`config.mk`:
```
export PLATFORM = sky130hd
export DESIGN_NAME = clkframe_deser
export DESIGN_NICKNAME = d
export VERILOG_FILES = /design/src/rtl/clkframe_deser_pkg.sv /design/src/rtl/cfd_edge_det.sv /design/src/rtl/cfd_bitpos.sv /design/src/rtl/cfd_shifter.sv /design/src/rtl/clkframe_deser.sv
export SDC_FILE = /design/constraint.sdc
export NUM_CORES = 1
export LEC_CHECK = 0
export BUFFER_PORTS_ARGS = -buffer_cell sky130_fd_sc_hd__buf_2
export CORE_ASPECT_RATIO = 0.6
export CORE_MARGIN = 5
export CORE_UTILIZATION = 50
export CTS_CLUSTER_DIAMETER = 100
export DETAILED_ROUTE_END_ITERATION = 8
export GPL_TIMING_DRIVEN = 0
export PLACE_DENSITY = 0.73
export SLEW_MARGIN = 25
export SYNTH_ARGS = -nofsm -noshare
export SYNTH_HDL_FRONTEND = slang
export SYNTH_SLANG_ARGS = --single-unit
```
`constraint.sdc`:
```
create_clock -name clk -period 2.2 [get_ports clk]
set_input_delay 0.22 -clock clk [delete_from_list [all_inputs] [get_ports clk]]
set_output_delay 0.22 -clock clk [all_outputs]
set_load 0.03 [all_outputs]
```
`src/rtl/clkframe_deser_pkg.sv`:
```
package clkframe_deser_pkg;

    // Alignment state machine
    typedef enum logic [1:0] {
        ST_HUNT   = 2'd0,
        ST_ALIGN0 = 2'd1,
        ST_ALIGN1 = 2'd2,
        ST_LOCKED = 2'd3
    } fsm_state_t;

endpackage

```
`src/rtl/cfd_edge_det.sv`:
```
// Registers the previous frame-clock sample and flags a low-to-high step.
module cfd_edge_det (
    input  logic clk,
    input  logic rst,
    input  logic level_i,
    output logic rise_o
);
    logic prev_q;

    // Reset to 1 so a line already high after reset is not an edge.
    always_ff @(posedge clk) begin
        if (rst) prev_q <= 1'b1;
        else     prev_q <= level_i;
    end

    assign rise_o = level_i & ~prev_q;
endmodule

```
`src/rtl/cfd_bitpos.sv`:
```
// Position of the last captured bit inside the current frame; saturates.
module cfd_bitpos #(
    parameter int WORD_BITS = 15,
    parameter int PW        = $clog2(WORD_BITS)
) (
    input  logic          clk,
    input  logic          rst,
    input  logic          restart_i,
    output logic [PW-1:0] pos_o
);
    localparam logic [PW-1:0] LAST_POS = PW'(WORD_BITS - 1);

    logic [PW-1:0] pos_q;

    always_ff @(posedge clk) begin
        if (rst)                    pos_q <= '0;
        else if (restart_i)         pos_q <= '0;
        else if (pos_q != LAST_POS) pos_q <= pos_q + 1'b1;
    end

    assign pos_o = pos_q;
endmodule

```
`src/rtl/cfd_shifter.sv`:
```
// Right-shifting capture register: bit 0 enters at the top and ends at the LSB.
module cfd_shifter #(
    parameter int WORD_BITS = 15
) (
    input  logic                 clk,
    input  logic                 rst,
    input  logic                 load_i,
    input  logic                 bit_i,
    output logic [WORD_BITS-1:0] word_next_o
);
    logic [WORD_BITS-1:0] shreg_q;

    always_ff @(posedge clk) begin
        if (rst)         shreg_q <= '0;
        else if (load_i) shreg_q <= {bit_i, {(WORD_BITS-1){1'b0}}};
        else             shreg_q <= {bit_i, shreg_q[WORD_BITS-1:1]};
    end

    // Word as it stands once the current bit is the last of the frame
    assign word_next_o = {bit_i, shreg_q[WORD_BITS-1:1]};
endmodule

```
`src/rtl/clkframe_deser.sv`:
```
module clkframe_deser
    import clkframe_deser_pkg::*;
#(
    parameter int WORD_BITS = 15,
    parameter int HIGH_LEN  = 8
) (
    input  logic                 clk,
    input  logic                 rst,
    input  logic                 fclk_smp_i,
    input  logic                 sdata_i,
    output logic [WORD_BITS-1:0] word_o,
    output logic                 word_valid_o,
    output logic                 frame_err_o,
    output logic                 locked_o
);
    localparam int PW = $clog2(WORD_BITS);
    localparam logic [PW-1:0] LAST_POS  = PW'(WORD_BITS - 1);
    localparam logic [PW-1:0] PENULT    = PW'(WORD_BITS - 2);
    localparam logic [PW-1:0] HIGH_LAST = PW'(HIGH_LEN - 1);

    logic                 rise;
    logic [PW-1:0]        pos_q;
    logic [WORD_BITS-1:0] word_next;

    fsm_state_t state_q, state_n;
    logic       err_n, valid_n;
    logic       exp_high, rise_bad, shape_bad, done;

    cfd_edge_det u_edge (
        .clk     (clk),
        .rst     (rst),
        .level_i (fclk_smp_i),
        .rise_o  (rise)
    );

    cfd_bitpos #(.WORD_BITS(WORD_BITS), .PW(PW)) u_pos (
        .clk       (clk),
        .rst       (rst),
        .restart_i (rise),
        .pos_o     (pos_q)
    );

    cfd_shifter #(.WORD_BITS(WORD_BITS)) u_shift (
        .clk         (clk),
        .rst         (rst),
        .load_i      (rise),
        .bit_i       (sdata_i),
        .word_next_o (word_next)
    );

    // Current sample sits at position pos_q + 1 when no edge is seen
    assign exp_high  = (pos_q < HIGH_LAST);
    assign rise_bad  = rise && (pos_q != LAST_POS);
    assign shape_bad = !rise && ((pos_q == LAST_POS) || (fclk_smp_i != exp_high));
    assign done      = !rise && !shape_bad && (pos_q == PENULT);

    // State register
    always_ff @(posedge clk) begin
        if (rst) state_q <= ST_HUNT;
        else     state_q <= state_n;
    end

    // Next state
    always_comb begin
        state_n = state_q;
        err_n   = 1'b0;
        valid_n = 1'b0;
        unique case (state_q)
            ST_HUNT: begin
                if (rise) state_n = ST_ALIGN0;
            end
            ST_ALIGN0, ST_ALIGN1, ST_LOCKED: begin
                if (rise_bad) begin
                    state_n = ST_ALIGN0;
                    err_n   = 1'b1;
                end else if (shape_bad) begin
                    state_n = ST_HUNT;
                    err_n   = 1'b1;
                end else if (done) begin
                    valid_n = 1'b1;
                    state_n = (state_q == ST_ALIGN0) ? ST_ALIGN1 : ST_LOCKED;
                end
            end
        endcase
    end

    // Registered outputs
    always_ff @(posedge clk) begin
        if (rst) begin
            word_o       <= '0;
            word_valid_o <= 1'b0;
            frame_err_o  <= 1'b0;
            locked_o     <= 1'b0;
        end else begin
            if (valid_n) word_o <= word_next;
            word_valid_o <= valid_n;
            frame_err_o  <= err_n;
            locked_o     <= (state_n == ST_LOCKED);
        end
    end
endmodule

```
==> results by group, run 1 <==
Global route
  – Vias in the first global route: 965
  – Grt total ovfl: 0
  – All-Layer GR Usage: 15.5%
  – Largest net degree at the start of global routing: 13
  – First-pass GRT wire length: 4.59 mm
  – Initial antenna violation count: 0

Final layout
  – Most frequent cells in the layout: 39 x dfxtp_1, 23 x nor2_1, 21 x buf_2, 15 x mux2i_1, 13 x and2_1
  – Diodes inserted: 0
  – Synth-to-Final Area Change: 19.9%
  – Final Instance Area: 1720 µm²
  – Leading cell type in the layout, fill and taps excluded: dfxtp_1
  – Layout cells sized above 1: 23.2%
  – Fin cells: between 200 and 250
  – Nets: 174
  – Post-layout util: 61.3%

Clocking
  – CTS Buf Count: 5
  – Sink Count: 39
  – CTS clk-pin slew, worst paths: 70 ps
  – H-tree Lvls: 2
  – Root Driver: clkbuf_8
  – Clk buf depth: 2
  – Clock latency on the worst-skew pair: 290 ps
  – CTS tree: built

Route
  – Vias: 1063
  – DR pass1 iterations: 4
  – Average vias per placed instance: 5.26
  – Total wire length: 2.73 mm
  – Initial DRC Count: 105
  – # DRC: 0
  – Wire per inst: 13.5 µm
  – Antenna viol nets, final: 0

Placement
  – Placed Cells: 191
  – Port Buffers: 20
  – Pre-CTS setup slack: between 150 and 200 ps
  – Detail Placement HPWL: 1.97 mm
  – Area post-placement: about 1600 µm²
  – GPL Wtd Cong: 0.839

Critical path
  – R2R cell count: 6
  – CP required: 2420 ps
  – Worst-path fanout max: 6
  – Critical Path, Cell by Cell: inv_1 -> ha_1 -> and3_4 -> a221o_1 -> a2111oi_2 -> nor3b_2
  – Worst setup EP type: flip-flop
  – Slowest CP cell: dfxtp_1
  – Critical path class: flip-flop to flip-flop
  – Slowest stage delay, CP: around 390 ps
  – CP Data Arrival Time: 2180 ps
  – Startpoint Class: flip-flop

Floorplan
  – Core footprint: between 2000 and 3000 µm²
  – Die Span X: 79.0 µm
  – Ports: 22
  – Chip Height: 51.4 µm
  – Die area: 4060 µm²
  – Initial Util: approximately 51%
  – Row count: 15

Timing
  – Hold Fails Final Rpt: 0
  – Setup TNS: 0 ps
  – Final period utilization: 89.2%
  – Fin crit period: 1960 ps
  – Hold WS: 168 ps
  – Maximum clock rate: roughly 510 MHz
  – Slew Limit Headroom: about two thirds
  – Final setup margin: 239 ps
  – Endpoints failing setup: 0
  – Worst clock skew: approximately 6.5 ps
  – Actual slew at the worst max-slew pin: 480 ps
  – Unrepaired setup endpoints after global routing: false
  – Final Slew Violations: 0

Min path
  – Hold Path Depth: 2
  – HP Class: primary input to flip-flop

Synth
  – Post-synth top area cell: dfxtp_1
  – Synth Net Count: ~140
  – Mapped Area: between 1000 and 1500 µm²
  – Yosys warns: 0
  – Flops & latches, synth: 39
  – Synth area leaders: dfxtp_1 55%, mux2i_1 10%, nor2_1 6.0%
  – Avg Synthesized Cell Area: 10.4 µm²
  – Synth cell types: 32
  – Post-Synthesis Cells: 137
  – Register area share after synthesis: 54.6%
  – Post-synth top area share: between 50% and 60%

Power and ir drop
  – Leak: 0.698 nW
  – Final Power: 1.38 mW
  – Cell Pwr Density: 806 nW/µm²
  – Max VDD drop: 379 µV

Run status
  – Status: finished clean

Job
  – Total of max-cap violations: 0
path summary, 6_finish.rpt:
path / start / end / slack [ps]
max: u_pos.pos_o[0]$_SDFFE_PP0P_ / locked_o$_SDFF_PP0_ / 240
min: sdata_i / u_shift.shreg_q[14]$_SDFF_PP0_ / 170
max reg2reg: u_pos.pos_o[0]$_SDFFE_PP0P_ / locked_o$_SDFF_PP0_ / 240
min reg2reg: u_shift.shreg_q[6]$_SDFF_PP0_ / u_shift.shreg_q[5]$_SDFF_PP0_ / 460
synthesized netlist by cell type, drive strengths merged:
cell     count
a2111oi      1
a211oi       2
a21oi        2
a221o        1
a22oi        1
a311oi       1
a31oi        1
a32o         1
a32oi        1
and2        13
and3         1
buf          5
clkbuf       3
dfxtp       39
ha           3
inv          3
mux2i       15
nand2        4
nand2b       1
nand3        2
nor2        23
nor2b        3
nor3         2
nor3b        3
nor4         1
nor4bb       1
o31ai        1
or2          2
xnor2        1
sequential cells by signal, summed over array words and instances, names as in the netlist:
register,flops
u_edge.prev_q,1
word_valid_o,1
state_q,2
u_pos.pos_o,4
word_o,15
u_shift.shreg_q,14
frame_err_o,1
locked_o,1
worst max-delay path: cells and delay by family (launching register included):
kind / cells / cell delay [ps]
AOI/OAI and AO/OA: 2 / 700
and+or+nand+nor: 2 / 430
DFF: 1 / 390
adders and majority gates: 1 / 280
buffers and inverters: 1 / 90
timing repair:
action	CTS	global route
resized for setup	0	2
buffers inserted	0	3
endpoints found under the setup margin	0	8
hold buffers	0	0
layer usage:
metal | routed length [µm] | vias to the layer above | track usage [%]
li1 | - | 519 | -
met1 | 1310 | 497 | 20.3
met2 | 1170 | 37 | 20.9
met3 | 169 | 10 | 5.63
met4 | 75 | 0 | 10.9
met5 | 0 | - | 0
layout make-up:
cell class	instances	area (µm²)
multi-input combinational	87	591
clock buffer	6	82.6
inverter	3	11.3
tap	34	42.5
clock inverter	2	35.0
buffer	8	50.0
sequential	39	781
timing repair buffer	23	123
fill	234	1080
kinds of logic after synthesis:
kind of cell	count (synthesis)	share of synthesized area (%)
and+or+nand+nor	56	20.6
DFF	39	54.6
muxes	15	10.5
AOI/OAI and AO/OA	12	6.91
buffers and inverters	11	4.11
adders and majority gates	3	2.62
xor gates and xnor gates	1	0.613
where the power goes:
group          internal [mW]  switching (mW)
clock                  0.367           0.240
sequential             0.714         0.00766
combinational         0.0206          0.0345
total                   1.10           0.282
Note: power is estimated with default switching activity, not from simulation.
==> run 2, diff against run 1 <==
--- a/config.mk
+++ b/config.mk
@@ -12,8 +12,9 @@
 export CTS_CLUSTER_DIAMETER = 100
 export DETAILED_ROUTE_END_ITERATION = 8
 export GPL_TIMING_DRIVEN = 0
-export PLACE_DENSITY = 0.73
+export PLACE_DENSITY = 0.72
 export SLEW_MARGIN = 25
 export SYNTH_ARGS = -nofsm -noshare
 export SYNTH_HDL_FRONTEND = slang
+export SYNTH_HIERARCHICAL = 1
 export SYNTH_SLANG_ARGS = --single-unit
==> results by group, run 2 <==
Run status
  – Status: finished clean

Timing
  – Endpoints failing setup: 0 (unchanged)
  – Maximum clock rate: 510 MHz (about the same)
  – Worst clock skew: 5.11 ps (-1.35 ps)
  – Actual slew at the worst max-slew pin: 724 ps (+244 ps)
  – Fin crit period: 1960 ps (+0.0620 ps)
  – Final period utilization: 89.2% (about the same)
  – Hold WS: 165 ps (-2.82 ps)
  – Final Slew Violations: 0 (unchanged)
  – Hold Fails Final Rpt: 0 (unchanged)
  – Setup TNS: 0 ps (unchanged)
  – Unrepaired setup endpoints after global routing: false
  – Slew Limit Headroom: 51.5% (-17 points)

Floorplan
  – Die area: 4480 µm² (+10%)
  – Initial Util: 54.1% (+2.9 points)
  – Chip Height: 53.9 µm (+4.7%)
  – Die Span X: 83.1 µm (+5.1%)
  – Core footprint: 2970 µm² (+6.0%)
  – Row count: 15 (unchanged)
  – Ports: 22 (unchanged)

Power and ir drop
  – Max VDD drop: 466 µV (+23%)
  – Final Power: 1.25 mW (-9.4%)
  – Leak: 0.706 nW (+1.2%)
  – Cell Pwr Density: 679 nW/µm² (-16%)

Placement
  – Port Buffers: 21 (+5.0%)
  – GPL Wtd Cong: 0.754 (-10%)
  – Detail Placement HPWL: 2.07 mm (+5.2%)
  – Placed Cells: 201 (+5.2%)
  – Area post-placement: 1760 µm² (+12%)

Critical path
  – Worst-path fanout max: 14 (+8)
  – R2R cell count: 5 (-1)
  – Slowest CP cell: nor2b_2
  – Critical path class: flip-flop to flip-flop
  – Startpoint Class: flip-flop
  – Worst setup EP type: flip-flop
  – CP required: 2380 ps (-40 ps)
  – Slowest stage delay, CP: 580 ps (+190 ps)
  – Critical Path, Cell by Cell: nor2b_2 -> nand4bb_4 -> o21ai_0 -> o21a_1 -> a2111oi_2
  – CP Data Arrival Time: 2140 ps (-40 ps)

Final layout
  – Final Instance Area: 1850 µm² (+7.7%)
  – Synth-to-Final Area Change: 15.2%
  – Leading cell type in the layout, fill and taps excluded: dfxtp_1
  – Largest register FFs: 15 (unchanged)
  – Diodes inserted: 0 (unchanged)
  – Most frequent cells in the layout: 39 x dfxtp_1, 22 x buf_2, 19 x nor2_1, 15 x mux2i_1, 10 x nor3b_2
  – Fin cells: 209 (+3.5%)
  – Most flops, register: word_o
  – Nets: 172 (-1.1%)
  – Filler cells: 243 (+3.8%)
  – Layout cells sized above 1: 32.9% (+9.7 points)

Synth
  – Post-synth EDFFs: 0 (unchanged)
  – Post-synth top area share: 48.7% (-5.9 points)
  – Dominant synthesized flop cell: dfxtp_1
  – Yosys warns: 6 (+6)
  – Flops & latches, synth: 39 (unchanged)
  – Most frequent cell after synthesis: dfxtp_1
  – Avg Synthesized Cell Area: 11.6 µm² (+11%)
  – Post-synth top area cell: dfxtp_1
  – Ys async rst share: 0% (unchanged)
  – Post-Synthesis Cells: 138 (+0.73%)
  – Synth Net Count: 144 (unchanged)
  – Synth area leaders: dfxtp_1 49%, mux2i_1 9.4%, nor3b_2 7.8%
  – Synth cell types: 37 (+16%)
  – List of most frequent post-synthesis cells: 39 x dfxtp_1, 19 x nor2_1, 15 x mux2i_1
  – Register area share after synthesis: 48.7% (-5.9 points)
  – Mapped Area: 1600 µm² (+12%)

Route
  – Wire per inst: 14.3 µm (+6.0%)
  – Total wire length: 3.00 mm (+9.7%)
  – Vias: 1113 (+4.7%)
  – Initial DRC Count: 54 (-49%)
  – Average vias per placed instance: 5.33 (+1.2%)
  – # DRC: 0 (unchanged)
  – DR pass1 iterations: 5 (+1)
  – Antenna viol nets, final: 0 (unchanged)

Min path
  – Hold Path Depth: 2 (unchanged)
  – HP Class: primary input to flip-flop

Clocking
  – # resized after CTS: 0 (unchanged)
  – Clk buf depth: 2 (unchanged)
  – CTS Buf Count: 5 (unchanged)
  – Root Driver: clkbuf_8
  – # hold bufs at CTS: 0 (unchanged)
  – Setup Buffers After CTS: 0 (unchanged)
  – CTS clk-pin slew, worst paths: 70 ps (about the same)
  – CTS tree: built
  – Clock latency on the worst-skew pair: 280 ps (about the same)
  – H-tree Lvls: 2 (unchanged)
  – Sink Count: 39 (unchanged)

Global route
  – Largest net degree at the start of global routing: 15 (+2)
  – Grt total ovfl: 0 (unchanged)
  – All-Layer GR Usage: 15.2% (-0.29 points)
  – Vias in the first global route: 1116 (+16%)
  – First-pass GRT wire length: 5.29 mm (+15%)
  – Initial antenna violation count: 0 (unchanged)

Job
  – Total of max-cap violations: 0 (unchanged)
[run 2: changes by cell type in the layout (fill, tap and decap cells not counted), moves of 3 or more]
cell / previous run / this run
and2_1: 13 / 1
buf_4: 6 / 1
nand4_1: 0 / 3
nor2_1: 23 / 19
nor3b_1: 2 / 5
nor3b_2: 1 / 10
o21ai_0: 0 / 3
[run 2: path summary, 6_finish.rpt]
kind / from / endpoint / slack [ps]
min: fclk_smp_i / u_edge/prev_q$_SDFF_PP1_ / 170
min reg2reg: u_shift/shreg_q[12]$_SDFF_PP0_ / u_shift/shreg_q[11]$_SDFF_PP0_ / 470
max: u_edge/prev_q$_SDFF_PP1_ / locked_o$_SDFF_PP0_ / 240
max reg2reg: u_edge/prev_q$_SDFF_PP1_ / locked_o$_SDFF_PP0_ / 240
[run 2: power breakdown]
part	switching, mW	internal [mW]	leakage (nW)
Combinational	0.0443	0.0329	0.343
Sequential	0.0150	0.715	0.316
Clock	0.230	0.217	0.0477
Total	0.290	0.964	0.706
[run 2: layout make-up]
class,count,area [µm²],area share (%)
Clock inverter,3,15.0,0.813
Inverter,2,7.51,0.407
Sequential cell,39,781,42.3
Tap cell,42,52.6,2.85
Multi-Input combinational cell,90,754,40.9
Timing Repair Buffer,21,105,5.69
Buffer,7,62.6,3.39
Clock buffer,5,68.8,3.73
[run 2: kinds of logic (layout without fill, tap and decap cells)]
logic type,count (synthesis),after routing,share of synthesized area (%)
DFF,39,39,48.7
muxes,15,15,9.37
xor gates and xnor gates,2,2,1.09
and+or+nand+nor,52,52,23.7
adders and majority gates,2,2,1.56
buffers and inverters,9,38,4.37
AOI/OAI and AO/OA,19,19,11.2
[run 2: metrics by stage]
step                setup WS (ps)  utilization, %
finish                        239            62.3
global route                  153            62.3
CTS                           252            62.3
detailed placement            194            59.5
global placement             -170            59.4
floorplan                     249               -
[run 2: worst max-delay path: cells and delay by family, from the launching register on]
family	cells	cell delay (ps)
compound gates	3	670
flops	1	310
simple gates	2	870
[run 2: routing by layer]
layer	GRT usage, %	part of all wire, %
met5	0	0
met2	23.8	43
met1	19.2	49
met3	5.96	6.6
met4	5.98	1.4
